==> config.mk <==
export PLATFORM = sky130hd
export DESIGN_NAME = fetch_seq_cluster
export DESIGN_NICKNAME = d
export VERILOG_FILES = /design/src/rtl/fseq_pkg.sv /design/src/rtl/fseq_target_regs.sv /design/src/rtl/fseq_pred_track.sv /design/src/rtl/fseq_pc_ctrl.sv /design/src/rtl/fetch_seq_cluster.sv
export SDC_FILE = /design/constraint.sdc
export NUM_CORES = 1
export LEC_CHECK = 0
export ABC_AREA = 1
export CAP_MARGIN = 20
export CORE_ASPECT_RATIO = 0.75
export CORE_MARGIN = 2
export CORE_UTILIZATION = 40
export DETAILED_ROUTE_END_ITERATION = 6
export DONT_BUFFER_PORTS = 1
export GPL_TIMING_DRIVEN = 0
export MAX_ROUTING_LAYER = met4
export PLACE_DENSITY = 0.57
export SYNTH_ARGS = -nofsm -noshare
export SYNTH_HDL_FRONTEND = slang
export SYNTH_SLANG_ARGS = --single-unit
export TNS_END_PERCENT = 50
==> constraint.sdc <==
create_clock -name clk -period 6 [get_ports clk]
set_input_delay 1.2 -clock clk [delete_from_list [all_inputs] [get_ports clk]]
set_output_delay 1.2 -clock clk [all_outputs]
set_load 0.005 [all_outputs]
==> src/rtl/fseq_pkg.sv <==
package fseq_pkg;
   typedef enum logic [2:0] {
      OPK_PLAIN  = 3'd0,
      OPK_PREP   = 3'd1,
      OPK_BCAST  = 3'd2,
      OPK_BRANCH = 3'd3,
      OPK_SLEEP  = 3'd4
   } opkind_e;

   function automatic opkind_e decode_kind(input logic [2:0] raw);
      case (raw)
         3'd1:    return OPK_PREP;
         3'd2:    return OPK_BCAST;
         3'd3:    return OPK_BRANCH;
         3'd4:    return OPK_SLEEP;
         default: return OPK_PLAIN;
      endcase
   endfunction
endpackage

==> src/rtl/fseq_target_regs.sv <==
module fseq_target_regs #(
   parameter int NUM_REGS = 4,
   parameter int DATA_W   = 32,
   localparam int IDX_W   = $clog2(NUM_REGS)
) (
   input  logic              clk,
   input  logic              rst_n,
   input  logic              wr_en,
   input  logic [IDX_W-1:0]  wr_idx,
   input  logic [DATA_W-1:0] wr_data,
   input  logic [IDX_W-1:0]  rd_idx_a,
   input  logic [IDX_W-1:0]  rd_idx_b,
   output logic [DATA_W-1:0] rd_data_a,
   output logic [DATA_W-1:0] rd_data_b
);
   logic [DATA_W-1:0] bank_q [NUM_REGS];

   for (genvar g = 0; g < NUM_REGS; g++) begin : g_entry
      always_ff @(posedge clk) begin
         if (!rst_n)
            bank_q[g] <= '0;
         else if (wr_en && (wr_idx == IDX_W'(g)))
            bank_q[g] <= wr_data;
      end
   end

   assign rd_data_a = bank_q[rd_idx_a];
   assign rd_data_b = bank_q[rd_idx_b];
endmodule

==> src/rtl/fseq_pred_track.sv <==
module fseq_pred_track #(
   parameter bit BYPASS = 1'b1
) (
   input  logic clk,
   input  logic rst_n,
   input  logic net_valid,
   input  logic net_value,
   input  logic consume,
   output logic ready,
   output logic value
);
   logic held_v_q;
   logic held_val_q;
   logic keep_arrival;

   if (BYPASS) begin : g_bypass
      assign ready        = held_v_q | net_valid;
      assign value        = net_valid ? net_value : held_val_q;
      assign keep_arrival = 1'b0;
   end else begin : g_registered
      assign ready        = held_v_q;
      assign value        = held_val_q;
      assign keep_arrival = net_valid;
   end

   always_ff @(posedge clk) begin
      if (!rst_n) begin
         held_v_q   <= 1'b0;
         held_val_q <= 1'b0;
      end else if (consume) begin
         held_v_q   <= keep_arrival;
         held_val_q <= keep_arrival ? net_value : held_val_q;
      end else if (net_valid) begin
         held_v_q   <= 1'b1;
         held_val_q <= net_value;
      end
   end
endmodule

==> src/rtl/fseq_pc_ctrl.sv <==
module fseq_pc_ctrl #(
   parameter int          PC_W  = 32,
   parameter int          STEP  = 1,
   parameter logic [31:0] ENTRY = 32'h0000_0100
) (
   input  logic            clk,
   input  logic            rst_n,
   input  logic            do_seq,
   input  logic            do_branch,
   input  logic            br_taken,
   input  logic [PC_W-1:0] br_target,
   input  logic            do_sleep,
   input  logic            do_wake,
   input  logic [PC_W-1:0] wake_target,
   output logic [PC_W-1:0] pc,
   output logic            asleep
);
   localparam logic [PC_W-1:0] STEP_V  = PC_W'(STEP);
   localparam logic [PC_W-1:0] ENTRY_V = PC_W'(ENTRY);

   logic [PC_W-1:0] pc_q;
   logic [PC_W-1:0] pc_d;
   logic            asleep_q;
   logic            asleep_d;
   logic [PC_W-1:0] fall_through;

   assign fall_through = pc_q + STEP_V;

   always_comb begin
      pc_d     = pc_q;
      asleep_d = asleep_q;
      if (do_wake) begin
         pc_d     = wake_target;
         asleep_d = 1'b0;
      end else if (do_sleep) begin
         asleep_d = 1'b1;
      end else if (do_branch) begin
         pc_d = br_taken ? br_target : fall_through;
      end else if (do_seq) begin
         pc_d = fall_through;
      end
   end

   always_ff @(posedge clk) begin
      if (!rst_n) begin
         pc_q     <= ENTRY_V;
         asleep_q <= 1'b0;
      end else begin
         pc_q     <= pc_d;
         asleep_q <= asleep_d;
      end
   end

   assign pc     = pc_q;
   assign asleep = asleep_q;
endmodule

==> src/rtl/fetch_seq_cluster.sv <==
module fetch_seq_cluster #(
   parameter int          PC_W        = 32,
   parameter int          NUM_BTR     = 4,
   parameter int          INSTR_STEP  = 1,
   parameter logic [31:0] ENTRY       = 32'h0000_0100,
   parameter bit          PRED_BYPASS = 1'b1,
   localparam int         IDX_W       = $clog2(NUM_BTR)
) (
   input  logic             clk,
   input  logic             rst_n,
   input  logic             op_valid_i,
   input  logic [2:0]       op_kind_i,
   input  logic [IDX_W-1:0] op_reg_i,
   input  logic [PC_W-1:0]  op_data_i,
   input  logic             op_pred_i,
   input  logic             pred_net_valid_i,
   input  logic             pred_net_value_i,
   input  logic             stall_i,
   input  logic             wake_i,
   input  logic [IDX_W-1:0] wake_reg_i,
   output logic [PC_W-1:0]  imem_addr_o,
   output logic             imem_req_o,
   output logic             stall_req_o,
   output logic             pred_bcast_o,
   output logic             pred_bcast_val_o
);
   import fseq_pkg::*;

   if (NUM_BTR < 2 || (NUM_BTR & (NUM_BTR - 1)) != 0) begin : g_chk_btr
      $error("NUM_BTR must be a power of two, at least 2");
   end
   if (PC_W < 8 || PC_W > 32) begin : g_chk_pcw
      $error("PC_W must lie in 8..32");
   end
   if (INSTR_STEP < 1) begin : g_chk_step
      $error("INSTR_STEP must be positive");
   end

   opkind_e         kind;
   logic            asleep;
   logic            awake;
   logic            op_live;
   logic            is_xfer;
   logic            pred_ready;
   logic            pred_value;
   logic            hold;
   logic            exec;
   logic            do_wake;
   logic            consume;
   logic [PC_W-1:0] op_target;
   logic [PC_W-1:0] wake_target;
   logic [PC_W-1:0] pc;

   assign kind    = decode_kind(op_kind_i);
   assign awake   = !asleep;
   assign op_live = awake && op_valid_i;
   assign is_xfer = (kind == OPK_BRANCH) || (kind == OPK_SLEEP);

   assign stall_req_o = op_live && is_xfer && !pred_ready;
   assign hold        = stall_i || stall_req_o;
   assign exec        = op_live && !hold;
   assign do_wake     = asleep && wake_i && !stall_i;
   assign consume     = (exec && is_xfer) || do_wake;

   assign pred_bcast_o     = op_live && (kind == OPK_BCAST) && !stall_i;
   assign pred_bcast_val_o = pred_bcast_o && op_pred_i;

   fseq_target_regs #(
      .NUM_REGS (NUM_BTR),
      .DATA_W   (PC_W)
   ) btr_i (
      .clk       (clk),
      .rst_n     (rst_n),
      .wr_en     (exec && (kind == OPK_PREP)),
      .wr_idx    (op_reg_i),
      .wr_data   (op_data_i),
      .rd_idx_a  (op_reg_i),
      .rd_idx_b  (wake_reg_i),
      .rd_data_a (op_target),
      .rd_data_b (wake_target)
   );

   fseq_pred_track #(
      .BYPASS (PRED_BYPASS)
   ) pred_i (
      .clk       (clk),
      .rst_n     (rst_n),
      .net_valid (pred_net_valid_i),
      .net_value (pred_net_value_i),
      .consume   (consume),
      .ready     (pred_ready),
      .value     (pred_value)
   );

   fseq_pc_ctrl #(
      .PC_W  (PC_W),
      .STEP  (INSTR_STEP),
      .ENTRY (ENTRY)
   ) pc_i (
      .clk         (clk),
      .rst_n       (rst_n),
      .do_seq      (exec && !is_xfer),
      .do_branch   (exec && (kind == OPK_BRANCH)),
      .br_taken    (pred_value),
      .br_target   (op_target),
      .do_sleep    (exec && (kind == OPK_SLEEP)),
      .do_wake     (do_wake),
      .wake_target (wake_target),
      .pc          (pc),
      .asleep      (asleep)
   );

   assign imem_addr_o = pc;
   assign imem_req_o  = awake;
endmodule

==> impl_metrics.tcl, run 1 <==
set metrics [dict create \
    ys_seq_area_share_pct 49.5 \
    layout_commonest_cell "nand2_1" \
    seqPwrFrac_pct 48.7 \
    hpwlAfterDp_mm 24.6 \
    min_period_ps 3330 \
    diodes 0 \
    arrival_ps 3620 \
    clock_path_buffers 2 \
    cts_tree "yes" \
    hold_viol_final 0 \
    rsz0062_at_grt "no" \
    p_sw_share_pct 25.4 \
    ir_drop_mv 0.179 \
    leakagePower_nw 4.03 \
    placed_area_um2 9640 \
    synth_cell_types 32 \
    crit_type "input port to register" \
    synth.avg_cell_area_um2 7.54 \
    grt.overflow.total 0 \
    final_util_pct 45.8 \
    place.gp.congestion 1.00 \
    syn_inst 1217 \
    dieArea_um2 24200 \
    htreeDepth 4 \
    grt_usage_pct 29.6 \
    totalPowerFinal_mw 2.63 \
    multi_input_area_um2 3910 \
    postCtsSetupBuffers 0 \
    areaGrowthSynthToFinish_pct 11.3 \
    relSlewSlack_pct 37.0 \
    grt_pass1_wl_mm 50.4 \
    ios 83 \
    fp.dieW_um 179 \
    rows 47 \
    dr.pass1.iters 6 \
    p_int_mw 1.96 \
    report.final.slew_viol_count 0 \
    critPathRequiredTime_ps 6290 \
    max-cap-violations 0 \
    cts-root-buf "clkbuf_16" \
    synth_flop_cell "edfxtp_1" \
    wl_mm 33.6 \
    p_switching_mw 0.670 \
    syn_area_um2 9180 \
    whs_ps 483 \
    die_h_um 135 \
    synthArstFlopShare_pct 0 \
    antenna_left 0 \
    via_per_inst 5.65 \
    syn-num-nets 1265 \
    insertion_delay_ps 440 \
    grt_pass1_vias 8087 \
    drt_iter0_drc 1331 \
    r2r_cells 8 \
    end_kind "register" \
    synth_top_cell_by_area "edfxtp_1" \
    seq_area_um2 4540 \
    reg2reg_to "btr_i.bank_q[3][21]$_SDFFCE_PN0P_" \
    ys_ff_latch 163 \
    antenna_found_initial 0 \
    numCtsBuffers 17 \
    final_cell_mix "nand2_1, nor2_1, edfxtp_1, inv_1, o21ai_0" \
    pwr-share-comb_pct 9.0 \
    synth_top_area_share_pct 41.9 \
    synth_edf_count 128 \
    fin_cells 1547 \
    fill_cells 2231 \
    drive_gt1_share_pct 4.39 \
    drc 0 \
    reg2reg_from "pc_i.asleep$_SDFFE_PP0P_" \
    cp-endpoint "btr_i.bank_q[1][18]$_SDFFCE_PN0P_" \
    cts.sinks 163 \
    port_buffers 0 \
    power.density_nw_per_um2 258 \
    initial_utilization_pct 41.2 \
    ctsHoldBuffers 0 \
    r2r_slack_ps 3470 \
    nNetsFinal 1288 \
    setup_viol 0 \
    timing.final.ws_setup_ps 2670 \
    placed_cells 1515 \
    hold_class "register to register" \
    fin_area_um2 10200 \
    grt_max_degree 28 \
    cp_max_fo 10 \
    max_freq_ghz 0.300 \
    path_clk_slew_ps 60 \
    startpoint "op_reg_i[0]" \
    period_share_pct 55.5 \
    post-place-ws_ps 2340 \
    drt-wirelength-per-cell_um 21.7 \
    fin_worst_skew_ps 13.7 \
    yosys_warnings 0 \
    power.share.clock_pct 42.3 \
    synth_area_leaders "edfxtp_1, nand2_1, nor2_1" \
    final.setup.tns_ps 0 \
    dr_total_vias 8737 \
    status "complete, no violations" \
    cts-resized-gates 0 \
    critPathLaunchType "input port" \
    worst_slew_pin_slew_ps 945 \
    core_um2 22300 \
]
## registers in the layout, indices dropped and copies added, names as in the netlist
| signal | flops |
|---|---|
| btr_i.bank_q | 128 |
| pred_i.held_v_q | 1 |
| pred_i.held_val_q | 1 |
| pc_i.asleep | 1 |
| pc_i.pc | 32 |
## logic make-up after synthesis
group	Yosys count	synth area share [%]
AND/OR/NAND/NOR	690	30.4
adder cells (fa/ha/maj)	1	0.136
buffers and inverters	170	8.01
AO/OA/AOI/OAI	181	10.8
XOR/XNOR	12	1.14
flip-flops	163	49.5
## power groups by stage
| stage | sequential [mW] | clock, mW | combinational [mW] |
|---|---|---|---|
| finish | 1.28 | 1.11 | 0.237 |
| global route | 1.29 | 1.16 | 0.256 |
| CTS | 1.28 | 1.12 | 0.230 |
| detailed placement | 1.31 | 0 | 0.229 |
| global placement | 1.31 | 0 | 0.221 |
| floorplan | 1.30 | 0 | 0.142 |
## synth_stat cells, types with 6 or more instances
cell       number
edfxtp_1      128
o211ai_1        9
dfxtp_1        35
nand3b_1        7
a21oi_1        57
nor2_1        277
clkbuf_1       41
inv_1         103
xnor2_1         6
buf_2           6
nand2_1       309
o22ai_1        18
nand4_1        20
o2111ai_1       7
o21ai_0        84
xor2_1          6
buf_6          12
nand3_1        68
## critical path: stages
cell	delay [ps]
inv_1	30
nor2_1	130
clkbuf_1	730
buf_1	660
nand3_1	460
buf_6	310
nor2_1	90
## metal layers
layer  part of all wire, %  vias to the layer above  wire length (um)  GRT usage [%]
met2                    40                      530             13500           39.9
li1                      -                     4050                 -              -
met1                    45                     4096             15200           43.2
met5                     0                        -                 0              -
met4                   2.7                        0               915           8.85
met3                    12                       61              3980           7.66
## area by class of cell
cell class / instances / share of cell area, %
buffer: 63 / 3.27
sequential: 163 / 44.5
tap: 294 / 3.60
timing repair buffer: 4 / 0.784
inverter: 107 / 3.93
clock inverter: 11 / 1.32
multi-input combinational: 884 / 38.3
clock buffer: 21 / 4.31
## how the worst min path moves through the flow
stage	start	to	cells after the start
3_5_place_dp	pred_i.held_val_q$_SDFFE_PN0N_	pred_i.held_val_q$_SDFFE_PN0N_	2
2_1_floorplan	pred_i.held_val_q$_SDFFE_PN0N_	pred_i.held_val_q$_SDFFE_PN0N_	2
6_report	pred_i.held_val_q$_SDFFE_PN0N_	pred_i.held_val_q$_SDFFE_PN0N_	2
4_1_cts	pred_i.held_val_q$_SDFFE_PN0N_	pred_i.held_val_q$_SDFFE_PN0N_	2
3_3_place_gp	pred_i.held_val_q$_SDFFE_PN0N_	pred_i.held_val_q$_SDFFE_PN0N_	2
5_1_grt	pred_i.held_val_q$_SDFFE_PN0N_	pred_i.held_val_q$_SDFFE_PN0N_	2
Note: power is estimated with default switching activity, not from simulation.
==> inputs of run 2 (changes only) <==
--- a/config.mk
+++ b/config.mk
@@ -5,7 +5,7 @@
 export SDC_FILE = /design/constraint.sdc
 export NUM_CORES = 1
 export LEC_CHECK = 0
-export ABC_AREA = 1
+export ABC_AREA = 0
 export CAP_MARGIN = 20
 export CORE_ASPECT_RATIO = 0.75
 export CORE_MARGIN = 2
==> constraint.sdc (replaced) <==
create_clock -name clk -period 3.35 [get_ports clk]
set_input_delay 0.67 -clock clk [delete_from_list [all_inputs] [get_ports clk]]
set_output_delay 0.67 -clock clk [all_outputs]
set_load 0.005 [all_outputs]
==> run 2 against run 1 <==
First-iteration DRC count decreased by 30%; sequential cell count unchanged; global-route usage decreased by 4.5 points; area after synthesis decreased by 3.0%; sequential share of layout area increased by 0.80 points; critical endpoint is now btr_i.bank_q[3][16]$_SDFFCE_PN0P_; largest cell class unchanged; highest routed layer unchanged.
==> impl_metrics.tcl, run 2 <==
set metrics [dict create \
    largest_reg_flops 128 \
    drc 0 \
    ios 83 \
    hold_viol_final 0 \
    synth_area_leaders "edfxtp_1, mux4_2, and2_1" \
    synthSimpleGateAreaFrac_pct 18.9 \
    insertion_delay_ps 440 \
    postCtsSetupBuffers 0 \
    critPathLaunchType "input port" \
    report.final.slew_viol_count 0 \
    hold_class "input port to register" \
    period_share_pct 85.1 \
    port_buffers 0 \
    ir_drop_mv 0.290 \
    cts-resized-gates 0 \
    min_from "pred_net_value_i" \
    synth.avg_cell_area_um2 12.6 \
    synth_top_cell_by_area "edfxtp_1" \
    diodes 0 \
    cts-root-buf "clkbuf_16" \
    dieArea_um2 23500 \
    nNetsFinal 778 \
    areaGrowthSynthToFinish_pct 12.7 \
    leakagePower_nw 3.42 \
    core_um2 21900 \
    max-cap-violations 0 \
    drive_gt1_share_pct 18.6 \
    syn_inst 706 \
    startpoint "op_reg_i[1]" \
    grt_pass1_vias 6172 \
    end_kind "register" \
    fin_worst_skew_ps 7.91 \
    synth_xor_area_share_pct 1.28 \
    ctsHoldBuffers 0 \
    yosysMostFrequentCell "and2_1" \
    die_h_um 133 \
    grt_max_degree 21 \
    yosys.area_share.adder_pct 0.140 \
    antenna_found_initial 0 \
    dr.pass1.iters 5 \
    grt_usage_pct 25.1 \
    rows 47 \
    synth_top_area_share_pct 43.2 \
    setup_viol 0 \
    numCtsBuffers 17 \
    syn_area_um2 8910 \
    power.density_nw_per_um2 466 \
    relSlewSlack_pct 38.5 \
    final_cell_mix "and2_1, edfxtp_1, mux4_2, nand2_1" \
    post-place-ws_ps 7.15 \
    synth_edf_count 128 \
    yosys_warnings 0 \
    path_clk_slew_ps 70 \
    synthArstFlopShare_pct 0 \
    wl_mm 27.8 \
    final.setup.tns_ps 0 \
    r2r_slack_ps 700 \
    dr_total_vias 6419 \
    synth.area.mux_share_pct 16.7 \
    fp.dieW_um 176 \
    timing.final.ws_setup_ps 499 \
    grt_pass1_wl_mm 41.0 \
    clock_path_buffers 2 \
    antenna_left 0 \
    htreeDepth 4 \
    synth_flop_cell "edfxtp_1" \
    synth_top_family_by_area "simple AND/OR/NAND/NOR gates" \
    crit_type "input port to register" \
    largest-register "btr_i.bank_q" \
    via_per_inst 6.19 \
    cts.sinks 163 \
    cts_tree "yes" \
    ys_seq_area_share_pct 51.0 \
    synth_common_cells "and2_1, edfxtp_1, mux4_2, nand2_1" \
    synth_compound_area_share_pct 9.13 \
    initial_utilization_pct 40.6 \
    drt_iter0_drc 928 \
    arrival_ps 3160 \
    reg2reg_from "pc_i.asleep$_SDFFE_PP0P_" \
    status "complete, no violations" \
    ys_ff_latch 163 \
    layout_commonest_cell "and2_1" \
    max_freq_ghz 0.351 \
    place.gp.congestion 0.900 \
    hpwlAfterDp_mm 20.1 \
    cp_max_fo 10 \
    min_period_ps 2850 \
    syn-num-nets 754 \
    grt.overflow.total 0 \
    critPathRequiredTime_ps 3660 \
    synth_cell_types 59 \
    worst_slew_pin_slew_ps 922 \
    rsz0062_at_grt "no" \
    drt-wirelength-per-cell_um 26.8 \
]
run 2: changes by cell type in the layout (fill, tap and decap cells not counted), sizes merged, moves of 51 or more:
cell   delta
and2    +130
inv      -95
mux4     +64
nand2   -263
nand3    -51
nor2    -249
o21ai    -68
run 2: layout make-up:
type	count	area (um2)
Fill cell	1990	11900
Buffer	53	238
Inverter	3	11.3
Clock buffer	17	425
Clock inverter	15	149
Sequential cell	163	4540
Tap cell	294	368
Multi-Input combinational cell	487	4160
Timing Repair Buffer	5	138
run 2: worst paths after layout:
path,cells past startpoint,to
setup / recovery,6,btr_i.bank_q[3][16]$_SDFFCE_PN0P_
hold reg to reg,2,pred_i.held_val_q$_SDFFE_PN0N_
setup reg to reg,5,btr_i.bank_q[0][30]$_SDFFCE_PN0P_
hold / removal,2,pred_i.held_val_q$_SDFFE_PN0N_
run 2: power breakdown:
group | internal [mW] | leakage (nW) | switching [mW]
clock network | 1.04 | 0.282 | 0.906
logic | 0.174 | 1.53 | 0.245
registers | 2.25 | 1.61 | 0.0557
run 2: kinds of logic (layout without fill, tap and decap cells):
family                     after synthesis  count (layout)
and+or+nand+nor                        291             291
DFF                                    163             163
AOI/OAI and AO/OA                      113             113
muxes                                   69              69
buffers and inverters                   56              93
xor gates and xnor gates                13              13
adders and majority gates                1               1
run 2: critical path, cell delays in order:
cell,delay [ps]
clkbuf_1,520
buf_1,690
nand2_1,230
nor2_1,380
clkbuf_1,460
and2_1,210
run 2: metrics by stage:
stage | hold slack (ps) | area, um2 | utilization (%) | instances | power, mW
after floorplan | 463 | 8910 | - | 706 | 2.59
after global placement | 481 | 9280 | 42.3 | 1000 | 2.73
after detailed placement | 497 | 9460 | 43.1 | 1005 | 2.76
after CTS | 382 | 10000 | 45.7 | 1037 | 4.67
after global routing | 409 | 10000 | 45.7 | 1037 | 4.78
final | 391 | 10000 | 45.7 | 1037 | 4.67
run 2: metal layers:
metal	global-route usage [%]	vias to the layer above	wire [um]	part of all wire, %
met5	-	-	0	0
met4	4.32	0	257	0.92
met3	7.51	27	3530	13
met2	34.6	362	11800	43
met1	36.9	3237	12200	44
li1	-	2793	-	-
==> inputs of run 3 (changes only) <==
==> constraint.sdc (replaced) <==
create_clock -name clk -period 3.07 [get_ports clk]
set_input_delay 0.614 -clock clk [delete_from_list [all_inputs] [get_ports clk]]
set_output_delay 0.614 -clock clk [all_outputs]
set_load 0.005 [all_outputs]
==> run 3 against run 2 <==
Die area did not move; routed wire length decreased by 0.81%; setup slack got worse by 310 ps; hold slack worse by 57 ps; combinational power rose by 8.1%.
==> impl_metrics.tcl, run 3 (synthesis results as in run 2) <==
set metrics [dict create \
    status "complete, no violations" \
    ctsHoldBuffers 0 \
    placed_area_um2 9430 \
    ios 83 \
    crit_chain "clkbuf_1, buf_1, nand2_1, nor2_1, clkbuf_1, and2_1" \
    diodes 0 \
    dr_total_vias 6435 \
    dr_wl_met3_mm 3.34 \
    timing.final.ws_setup_ps 187 \
    leakagePower_nw 3.42 \
    htreeDepth 4 \
    grt_pass1_vias 6043 \
    whs_ps 333 \
    end_kind "register" \
    hold_viol_final 0 \
    cts.sinks 163 \
    period_share_pct 93.9 \
    wl_met2_mm 11.7 \
    seq_area_um2 4540 \
    numCtsBuffers 17 \
    wl_mm 27.6 \
    rsz0062_at_grt "no" \
    port_buffers 0 \
    grt_max_degree 20 \
    cts-root-buf "clkbuf_16" \
    placed_cells 1005 \
    fin_area_um2 10000 \
    multi_input_area_um2 4160 \
    initial_utilization_pct 40.6 \
    worstHoldEndpoint "pred_i.held_val_q$_SDFFE_PN0N_" \
    drc 0 \
    min_from "pred_net_value_i" \
    min_period_ps 2880 \
    drt_iter0_drc 907 \
    met1Wirelength_mm 12.3 \
    drive_gt1_share_pct 18.4 \
    cts-resized-gates 0 \
    critPathRequiredTime_ps 3370 \
    nNetsFinal 778 \
    grt_usage_pct 24.7 \
    path_clk_slew_ps 70 \
    antenna_left 0 \
    insertion_delay_ps 440 \
    crit_type "input port to register" \
    layout_commonest_cell "and2_1" \
    fin_cells 1037 \
    max_freq_ghz 0.347 \
    cp_common_cell "clkbuf_1" \
    final_cell_mix "and2_1, edfxtp_1, mux4_2, nand2_1" \
    post-place-ws_ps -331 \
    via_per_inst 6.21 \
    grt.overflow.total 0 \
    r2r_cells 4 \
    reg2reg_to "btr_i.bank_q[0][5]$_SDFFCE_PN0P_" \
    fp.dieW_um 176 \
    power.density_nw_per_um2 514 \
    cts_tree "yes" \
    reg2reg_from "pc_i.asleep$_SDFFE_PP0P_" \
    dr.pass1.iters 5 \
    largest_reg_flops 128 \
    postCtsSetupBuffers 0 \
    grt_pass1_wl_mm 40.3 \
    largest-register "btr_i.bank_q" \
    ir_drop_mv 0.307 \
    max-cap-violations 0 \
    core_um2 21900 \
    worst_slew_pin_slew_ps 974 \
    report.final.slew_viol_count 0 \
    clock_path_buffers 2 \
    critPathLaunchType "input port" \
    totalPowerFinal_mw 5.16 \
    cpMaxStageDelayCell "buf_1" \
    die_h_um 133 \
    r2r_slack_ps 460 \
    rows 47 \
    fill_cells 1996 \
    drt-wirelength-per-cell_um 26.6 \
    highest_layer "met4" \
    place.gp.congestion 0.912 \
    areaGrowthSynthToFinish_pct 12.6 \
    critPathMaxStageDelay_ps 680 \
    arrival_ps 3190 \
    hold_class "input port to register" \
    dieArea_um2 23500 \
    fin_worst_skew_ps 8.03 \
    hold_depth 2 \
    relSlewSlack_pct 35.0 \
    antenna_found_initial 0 \
    hpwlAfterDp_mm 20.0 \
    setup_viol 0 \
    cp_max_fo 10 \
]
[run 3: changes by cell type in the layout (fill, tap and decap cells not counted)]
| cell | delta |
|---|---|
| inv_6 | -1 |
| buf_16 | -2 |
| clkinvlp_4 | -1 |
| clkinv_4 | +2 |
| inv_8 | +1 |
| clkinv_1 | +1 |
| clkinv_2 | -2 |
| buf_8 | +2 |
| bufinv_16 | +1 |
| clkinv_8 | -1 |
[run 3: cell type report]
| type | count | share of cell area, % |
|---|---|---|
| Sequential cell | 163 | 45.3 |
| Timing Repair Buffer | 5 | 1.12 |
| Clock buffer | 17 | 4.24 |
| Buffer | 53 | 2.37 |
| Multi-Input combinational cell | 487 | 41.5 |
| Inverter | 3 | 0.112 |
| Tap cell | 294 | 3.67 |
| Clock inverter | 15 | 1.68 |
[run 3: report_power, final]
part | switching [mW] | leakage, nW | internal, mW | total [mW]
sequential | 0.0609 | 1.61 | 2.45 | 2.51
clock | 0.971 | 0.292 | 1.22 | 2.19
combinational | 0.267 | 1.52 | 0.187 | 0.453
[run 3: worst max path at each step]
stage | startpoint | endpoint | slack, ps | cells past startpoint
floorplan | op_reg_i[0] | btr_i.bank_q[2][0]$_SDFFCE_PN0P_ | -270 | 5
global placement | op_reg_i[0] | btr_i.bank_q[2][15]$_SDFFCE_PN0P_ | -1840 | 5
detailed placement | op_reg_i[1] | btr_i.bank_q[3][13]$_SDFFCE_PN0P_ | -330 | 6
CTS | op_reg_i[1] | btr_i.bank_q[3][13]$_SDFFCE_PN0P_ | 130 | 6
global route | op_reg_i[0] | btr_i.bank_q[3][13]$_SDFFCE_PN0P_ | 40 | 7
finish | op_reg_i[1] | btr_i.bank_q[3][2]$_SDFFCE_PN0P_ | 190 | 6
[run 3: critical path, delay by kind of cell]
| kind | cells | cell delay [ps] |
|---|---|---|
| buffers and inverters | 3 | 1690 |
| AND/OR/NAND/NOR | 3 | 880 |
[run 3: per-stage QoR]
step	setup TNS (ps)	util, %
global route	0	45.7
detailed placement	-11790	43.0
CTS	0	45.7
global placement	-198980	42.3
floorplan	-17630	-
finish	0	45.7
[run 3: metal layers]
layer	vias to the layer above	global-route usage, %
li1	2800	-
met1	3254	35.8
met2	356	33.9
met3	25	8.53
met4	0	4.41
met5	-	-
